`src/rtl/gpio_pkg.sv`:
```
package gpio_pkg;

   typedef enum logic [1:0] {
      SEL_DIR  = 2'd0,
      SEL_DRV  = 2'd1,
      SEL_PIN  = 2'd2,
      SEL_NONE = 2'd3
   } gpio_sel_e;

   function automatic gpio_sel_e gpio_decode(input logic [7:0] a,
                                             input logic [7:0] dir_a,
                                             input logic [7:0] drv_a,
                                             input logic [7:0] pin_a);
      if (a == dir_a)      return SEL_DIR;
      else if (a == drv_a) return SEL_DRV;
      else if (a == pin_a) return SEL_PIN;
      else                 return SEL_NONE;
   endfunction

endpackage

```
`src/rtl/gpio_regfile.sv`:
```
module gpio_regfile #(
   parameter int WIDTH = 8
) (
   input  logic             clk,
   input  logic             rst_n,
   input  logic             we_dir,
   input  logic             we_drv,
   input  logic [WIDTH-1:0] wdata,
   output logic [WIDTH-1:0] dir_q,
   output logic [WIDTH-1:0] drv_q
);

   always_ff @(posedge clk or negedge rst_n) begin
      if (!rst_n) begin
         dir_q <= '0;
      end else if (we_dir) begin
         dir_q <= wdata;
      end
   end

   always_ff @(posedge clk or negedge rst_n) begin
      if (!rst_n) begin
         drv_q <= '0;
      end else if (we_drv) begin
         drv_q <= wdata;
      end
   end

endmodule

```
`src/rtl/gpio_sync.sv`:
```
module gpio_sync #(
   parameter int WIDTH  = 8,
   parameter int STAGES = 2
) (
   input  logic             clk,
   input  logic             rst_n,
   input  logic             sleep,
   input  logic [WIDTH-1:0] pad_in,
   output logic [WIDTH-1:0] pin_q
);

   logic [STAGES-1:0][WIDTH-1:0] chain;
   logic [WIDTH-1:0]             gated;

   // Sleep parks the first flop at zero so open pads cannot toggle it.
   assign gated = sleep ? '0 : pad_in;

   always_ff @(posedge clk or negedge rst_n) begin
      if (!rst_n) begin
         chain <= '0;
      end else begin
         chain <= {chain[STAGES-2:0], gated};
      end
   end

   assign pin_q = chain[STAGES-1];

endmodule

```
`src/rtl/gpio_padctl.sv`:
```
module gpio_padctl #(
   parameter int WIDTH = 8
) (
   input  logic [WIDTH-1:0] dir_q,
   input  logic [WIDTH-1:0] drv_q,
   input  logic             pu_kill,
   output logic [WIDTH-1:0] pad_out,
   output logic [WIDTH-1:0] pad_oe,
   output logic [WIDTH-1:0] pad_pu
);

   for (genvar i = 0; i < WIDTH; i++) begin : g_pin
      // One stored bit: drive level for outputs, pull request for inputs.
      assign pad_oe[i]  = dir_q[i];
      assign pad_out[i] = dir_q[i] & drv_q[i];
      assign pad_pu[i]  = ~dir_q[i] & drv_q[i] & ~pu_kill;
   end

endmodule

```
`src/rtl/gpio_rdmux.sv`:
```
module gpio_rdmux
   import gpio_pkg::*;
#(
   parameter int WIDTH = 8
) (
   input  logic             rd_en,
   input  gpio_sel_e        sel,
   input  logic [WIDTH-1:0] dir_q,
   input  logic [WIDTH-1:0] drv_q,
   input  logic [WIDTH-1:0] pin_q,
   output logic [WIDTH-1:0] rdata
);

   always_comb begin
      rdata = '0;
      if (rd_en) begin
         case (sel)
            SEL_DIR: rdata = dir_q;
            SEL_DRV: rdata = drv_q;
            SEL_PIN: rdata = pin_q;
            default: rdata = '0;
         endcase
      end
   end

endmodule

```
`src/rtl/gpio_port.sv`:
```
module gpio_port
   import gpio_pkg::*;
#(
   parameter int WIDTH       = 8,
   parameter int ADDR_W      = 2,
   parameter int SYNC_STAGES = 2,
   parameter int DIR_ADDR    = 0,
   parameter int DRV_ADDR    = 1,
   parameter int PIN_ADDR    = 2
) (
   input  logic              clk,
   input  logic              rst_n,
   input  logic [ADDR_W-1:0] addr,
   input  logic              wr_en,
   input  logic              rd_en,
   input  logic [WIDTH-1:0]  wdata,
   output logic [WIDTH-1:0]  rdata,
   input  logic              pu_kill,
   input  logic              sleep,
   input  logic [WIDTH-1:0]  pad_in,
   output logic [WIDTH-1:0]  pad_out,
   output logic [WIDTH-1:0]  pad_oe,
   output logic [WIDTH-1:0]  pad_pu
);

   localparam int ADDR_SPAN = 1 << ADDR_W;

   if (WIDTH < 1) begin : g_bad_width
      $error("gpio_port: WIDTH must be at least 1");
   end
   if (ADDR_W < 2 || ADDR_W > 8) begin : g_bad_addr_w
      $error("gpio_port: ADDR_W must lie in 2..8");
   end
   if (SYNC_STAGES < 2) begin : g_bad_sync
      $error("gpio_port: SYNC_STAGES must be at least 2");
   end
   if (DIR_ADDR >= ADDR_SPAN || DRV_ADDR >= ADDR_SPAN || PIN_ADDR >= ADDR_SPAN) begin : g_bad_map
      $error("gpio_port: register address outside the address span");
   end
   if (DIR_ADDR == DRV_ADDR || DIR_ADDR == PIN_ADDR || DRV_ADDR == PIN_ADDR) begin : g_dup_map
      $error("gpio_port: register addresses must be distinct");
   end

   gpio_sel_e        sel;
   logic             we_dir;
   logic             we_drv;
   logic [WIDTH-1:0] dir_q;
   logic [WIDTH-1:0] drv_q;
   logic [WIDTH-1:0] pin_q;

   always_comb begin
      sel = gpio_decode(8'(addr), 8'(DIR_ADDR), 8'(DRV_ADDR), 8'(PIN_ADDR));
   end

   assign we_dir = wr_en && (sel == SEL_DIR);
   assign we_drv = wr_en && (sel == SEL_DRV);

   gpio_regfile #(.WIDTH(WIDTH)) u_regs (
      .clk    (clk),
      .rst_n  (rst_n),
      .we_dir (we_dir),
      .we_drv (we_drv),
      .wdata  (wdata),
      .dir_q  (dir_q),
      .drv_q  (drv_q)
   );

   gpio_sync #(.WIDTH(WIDTH), .STAGES(SYNC_STAGES)) u_sync (
      .clk    (clk),
      .rst_n  (rst_n),
      .sleep  (sleep),
      .pad_in (pad_in),
      .pin_q  (pin_q)
   );

   gpio_padctl #(.WIDTH(WIDTH)) u_pad (
      .dir_q   (dir_q),
      .drv_q   (drv_q),
      .pu_kill (pu_kill),
      .pad_out (pad_out),
      .pad_oe  (pad_oe),
      .pad_pu  (pad_pu)
   );

   gpio_rdmux #(.WIDTH(WIDTH)) u_rd (
      .rd_en (rd_en),
      .sel   (sel),
      .dir_q (dir_q),
      .drv_q (drv_q),
      .pin_q (pin_q),
      .rdata (rdata)
   );

endmodule

```
`config.mk`:
```
export PLATFORM = sky130hd
export DESIGN_NAME = gpio_port
export DESIGN_NICKNAME = d
export VERILOG_FILES = /design/src/rtl/gpio_pkg.sv /design/src/rtl/gpio_regfile.sv /design/src/rtl/gpio_sync.sv /design/src/rtl/gpio_padctl.sv /design/src/rtl/gpio_rdmux.sv /design/src/rtl/gpio_port.sv
export SDC_FILE = /design/constraint.sdc
export NUM_CORES = 1
export LEC_CHECK = 0
export CORE_MARGIN = 3
export CORE_UTILIZATION = 60
export CTS_CLUSTER_SIZE = 12
export DETAILED_ROUTE_END_ITERATION = 10
export DONT_BUFFER_PORTS = 1
export PLACE_DENSITY = 0.76
export RECOVER_POWER = 100
export SYNTH_ARGS = -nofsm -noshare
export SYNTH_HDL_FRONTEND = slang
export SYNTH_SLANG_ARGS = --single-unit
export TNS_END_PERCENT = 10
```
`constraint.sdc`:
```
create_clock -name clk -period 2.1 [get_ports clk]
set_clock_uncertainty 0.05 [all_clocks]
set_input_delay 0.105 -clock clk [delete_from_list [all_inputs] [get_ports clk]]
set_output_delay 0.105 -clock clk [all_outputs]
set_load 0.005 [all_outputs]
```
---- After elaboration in Yosys (flattened, before gate mapping) ----
Index checks and enable logic that the tools add are counted.
cells by class
  reduce and logical (&&, ||, !) cells .... 4
  equal/unequal tests ..................... 4
  muxes and demuxes ....................... 6
  bitwise logic cells ..................... 33
operator list
  cell                                                                    count
  1-bit bitwise AND                                                       24
  8-bit case mux with 3 select lines                                      1
  8-bit two-way mux                                                       2
  1-bit inverter                                                          9
  2-bit by 1-bit equality test with 1-bit output (second input constant)  2
  2-bit equality test (second input constant)                             2
  2-bit zero test                                                         2
  2-bit two-way mux                                                       2
  1-bit logical AND                                                       2
  1-bit two-way mux                                                       1
storage, ports and cells
  register bits after elaboration ......... 32
  logic and storage cells ................. 51
  output and inout bits ................... 32
  bits of input ports ..................... 24

---- Depth between registers and ports, before layout ----
  depth after elaboration ................. 7
  gate-level depth with buffers ........... 5
  gate-level depth less buffers ........... 3

---- Cells and area by module ----
From an unflattened synthesis, not the netlist that was laid out.
unflattened totals
  cell total of the unflattened synthesis .. 130
  area total of the unflattened synthesis .. 1690.4 sq um
modules (own cells, without submodules)
  module        area each (sq um)  cells an instance  seq. area each (sq um)  instances
  gpio_regfile  663.1              34                 400.4                   1
  gpio_sync     510.5              32                 400.4                   1
  gpio_rdmux    270.3              35                 0.0                     1
  gpio_padctl   221.5              25                 0.0                     1
  gpio_port     25.0               4                  0.0                     1

---- Least setup slack after synthesis ----
OpenSTA, ideal clock, no wires.
  path type ............................... input port to flip-flop
  start point ............................. input addr[1]
  end point ............................... register u_regs.dir_q[0]
  setup slack ............................. 1.000 ns
  path buffers ............................ 1
  cell stages on the path ................. 3
  setup time .............................. 0.125 ns
  arrival time ............................ 0.925 ns
  required time ........................... 1.925 ns
  cell sequence ........................... buf_6 > nor3b_4 > mux2_2
on the way
  longest elaborated chain between the ends .. 6
  elaborated cells between the ends (all ways) .. 8
  classes of those cells .................. eq/ne: 2; mux: 3; reduce/logical: 3
RTL lines
  element                RTL line            RTL
  start, declared        gpio_port.sv:13     input logic [ADDR_W-1:0] addr,
  2-bit equality test    gpio_pkg.sv:16      else if (a == pin_a) return SEL_PIN;
  1-bit two-way mux      gpio_pkg.sv:16
  2-bit two-way mux      gpio_pkg.sv:15      else if (a == drv_a) return SEL_DRV;
  2-bit two-way mux (*)  gpio_pkg.sv:14      if (a == dir_a) return SEL_DIR;
  2-bit zero test (*)    gpio_port.sv:55     assign we_dir = wr_en && (sel == SEL_DIR);
  1-bit logical AND (*)  gpio_port.sv:55
  end signal, assigned   gpio_regfile.sv:17  dir_q <= wdata;
  end, declared          gpio_regfile.sv:9   output logic [WIDTH-1:0] dir_q,
Mark *: on every way between the ends. The rest lies on a longest branch, timed or not.
A chain may end at the register's enable or synchronous reset.

---- Final worst setup path ----
  start point ............................. register u_regs.dir_q[1]
  end point ............................... output rdata[1]
on the way
  longest elaborated chain between the ends .. 2
RTL lines
  element                             RTL line          RTL
  8-bit case mux with 3 select lines  gpio_rdmux.sv:17  case (sel)
  8-bit two-way mux                   gpio_rdmux.sv:16  if (rd_en) begin
  end, declared                       gpio_port.sv:17   output logic [WIDTH-1:0] rdata,
Every way passes these cells.

==> run metrics <==
VDD IR max 0.657 mV; crit path time final 1.40 ns; Starting Density 64.3%; share of cells above drive strength 1 18.8%; mean routed wirelength per cell 17.2 µm; Yosys reg bits 32; CTS tree yes; Clock Sinks 32; Hold Crit Class input pin to flop; total power draw 1.33 mW; Final Hold Viols 0; Worst Path Max Fanout 5; crit path DAT 1.25 ns; Total Neg Setup Slack 0 ns; Layout Cells excl Fill 161; CP Launch Type flop; DIE WIDTH 54.9 µm; leakage 0.718 nW; Setup crit end rdata[1]; largest net degree at the start of global routing 33; Tcrit/Tclk final 66.9%; nets 156; CP required 1.95 ns; WL final 2770 µm; initial antenna violation count 0; part of the Yosys area used for sequential elements 55.7%; most common cell after layout, fill and taps aside dfrtp_1; distinct cell type count after synthesis 13; Rel. slew slack 68.4%; Total GRT Usage 19.9%; Clock Latency Late Sink 0.32 ns; power density over the cells 782 mW/mm²; worst r2r dst u_regs.dir_q[4]$_DFFE_PN0P_; ANT nets after route 0; final core occ 75.9%; drt pass-1 iters 4; RSZ-0062 raised after global routing false; CP cell instances mux2i_1 -> o21ai_0 -> and2_0; area fraction of the dominant cell type after synthesis 55.7%; via-per-instance ratio 5.65; antenna cells 0; Gate Count Post-Synth 111; reg-to-reg slack, setup 1.21 ns; leading area contributor after synthesis dfrtp_1; CP Class flop to primary output; postcts setup bufs 0; Worst-Margin Slew 0.474 ns; fin. max-slew vios 0; CP startpoint u_regs.dir_q[1]$_DFFE_PN0P_; Clock transition at path regs 0.09 ns; DR iter-0 viols 3; endpoints failing setup 0; Crit. End Element primary output; Synth Warn # 0; die area 0.00302 mm²; reg2reg path depth 1; vias in the first global route 856; Gates resized, CTS repair 0; status finished, final reports clean; syn nets 135; DIE HEIGHT 54.9 µm; most frequent cells in the layout dfrtp_1, dlygate4sd3_1, and2_0, mux2_2; Mean Syn Cell Area 12.9 µm²; Max Cap Viol 0; IO Count 56; R2R Path Start u_regs.dir_q[4]$_DFFE_PN0P_; Achievable Freq 712 MHz; # port buffers 0; core area 0.00223 mm²; Post-route DRC 0; Core Rows 17; slowest CP cell dfrtp_1; total CTS buffers 5; H-Tree Depth 2; clk buf depth 2; placed insts 134; largest cells by area after synthesis dfrtp_1, mux2_2, and2_1; via count 910; GR Overflow Total 0; pre-CTS setup slack 0.980 ns; global-route wire length before repair 3970 µm; Area Growth Syn to Fin 18.0%; Largest stage delay, worst path 0.43 ns; worst setup margin 0.696 ns; Root Driver clkbuf_4; GPL Wtd Cong 0.631; Mapped Area 0.00144 mm²
what timing repair did:
action	CTS	global route
hold buffers	19	0
endpoints found under the setup margin	0	0
hold endpoints to repair	56	0
critical path, delay by kind of cell, from the launching register on:
family / cells / cell delay [ns]
flip-flops: 1 / 0.43
AO/OA/AOI/OAI: 1 / 0.20
AND/OR/NAND/NOR: 1 / 0.20
multiplexers: 1 / 0.09
metrics by stage:
stage | cell area (µm²) | hold slack, ns
global route | 1700 | 0.0161
finish | 1700 | 0.0328
detailed placement | 1440 | -0.240
global placement | 1440 | -0.240
CTS | 1700 | 0.0256
floorplan | 1440 | -0.241
cells in the mapped netlist:
cell type and n:
mux2_2 16, nand3b_2 1, nor3b_4 1, nor2b_1 8, nor3b_1 8, clkbuf_1 2
dfrtp_1 32, mux2i_1 8, buf_6 2, and2_1 16, buf_2 1, o21ai_0 8
nand3b_1 8
routing by layer:
metal / part of all wire [%] / wire length (µm) / vias to the layer above / global-route usage [%]
li1: - / - / 429 / -
met1: 40 / 1110 / 436 / 23.7
met2: 51 / 1410 / 39 / 32.3
met3: 7.7 / 212 / 6 / 8.31
met4: 1.3 / 35 / 0 / 7.29
met5: 0 / 0 / - / 0
registers in the layout, summed over array words and instances (netlist names):
name	count
u_sync.pin_q	8
u_regs.drv_q	8
u_regs.dir_q	8
u_sync.chain	8
layout make-up:
| class | count | area [µm²] |
|---|---|---|
| clock buffer | 8 | 58.8 |
| fill | 152 | 538 |
| multi-input combinational | 74 | 601 |
| sequential | 32 | 801 |
| tap | 28 | 35.0 |
| timing repair buffer | 19 | 200 |
power by group:
part | total [mW] | switching [mW] | internal (mW)
Combinational | 0.212 | 0.0832 | 0.129
Sequential | 0.762 | 0.0724 | 0.690
Clock | 0.351 | 0.186 | 0.165
Total | 1.33 | 0.341 | 0.984
worst min-delay path by stage:
stage          cells after the start                           to    start
5_1_grt                            2  u_regs.dir_q[2]$_DFFE_PN0P_  addr[1]
4_1_cts                            2  u_regs.dir_q[2]$_DFFE_PN0P_  addr[0]
2_1_floorplan                      0  u_regs.dir_q[0]$_DFFE_PN0P_    rst_n
3_3_place_gp                       0    u_sync.pin_q[1]$_DFF_PN0_    rst_n
6_report                           2  u_regs.dir_q[2]$_DFFE_PN0P_  addr[0]
3_5_place_dp                       0    u_sync.pin_q[1]$_DFF_PN0_    rst_n
kinds of logic (layout without fill, tap and decap cells):
| logic type | after synthesis | count (layout) | share of synthesized area, % |
|---|---|---|---|
| buffers and inverters | 5 | 27 | 2.44 |
| AOI/OAI and AO/OA | 8 | 8 | 2.79 |
| DFF | 32 | 32 | 55.7 |
| muxes | 24 | 24 | 18.1 |
| and+or+nand+nor | 42 | 42 | 20.9 |
(Power assumes the default switching activity.)
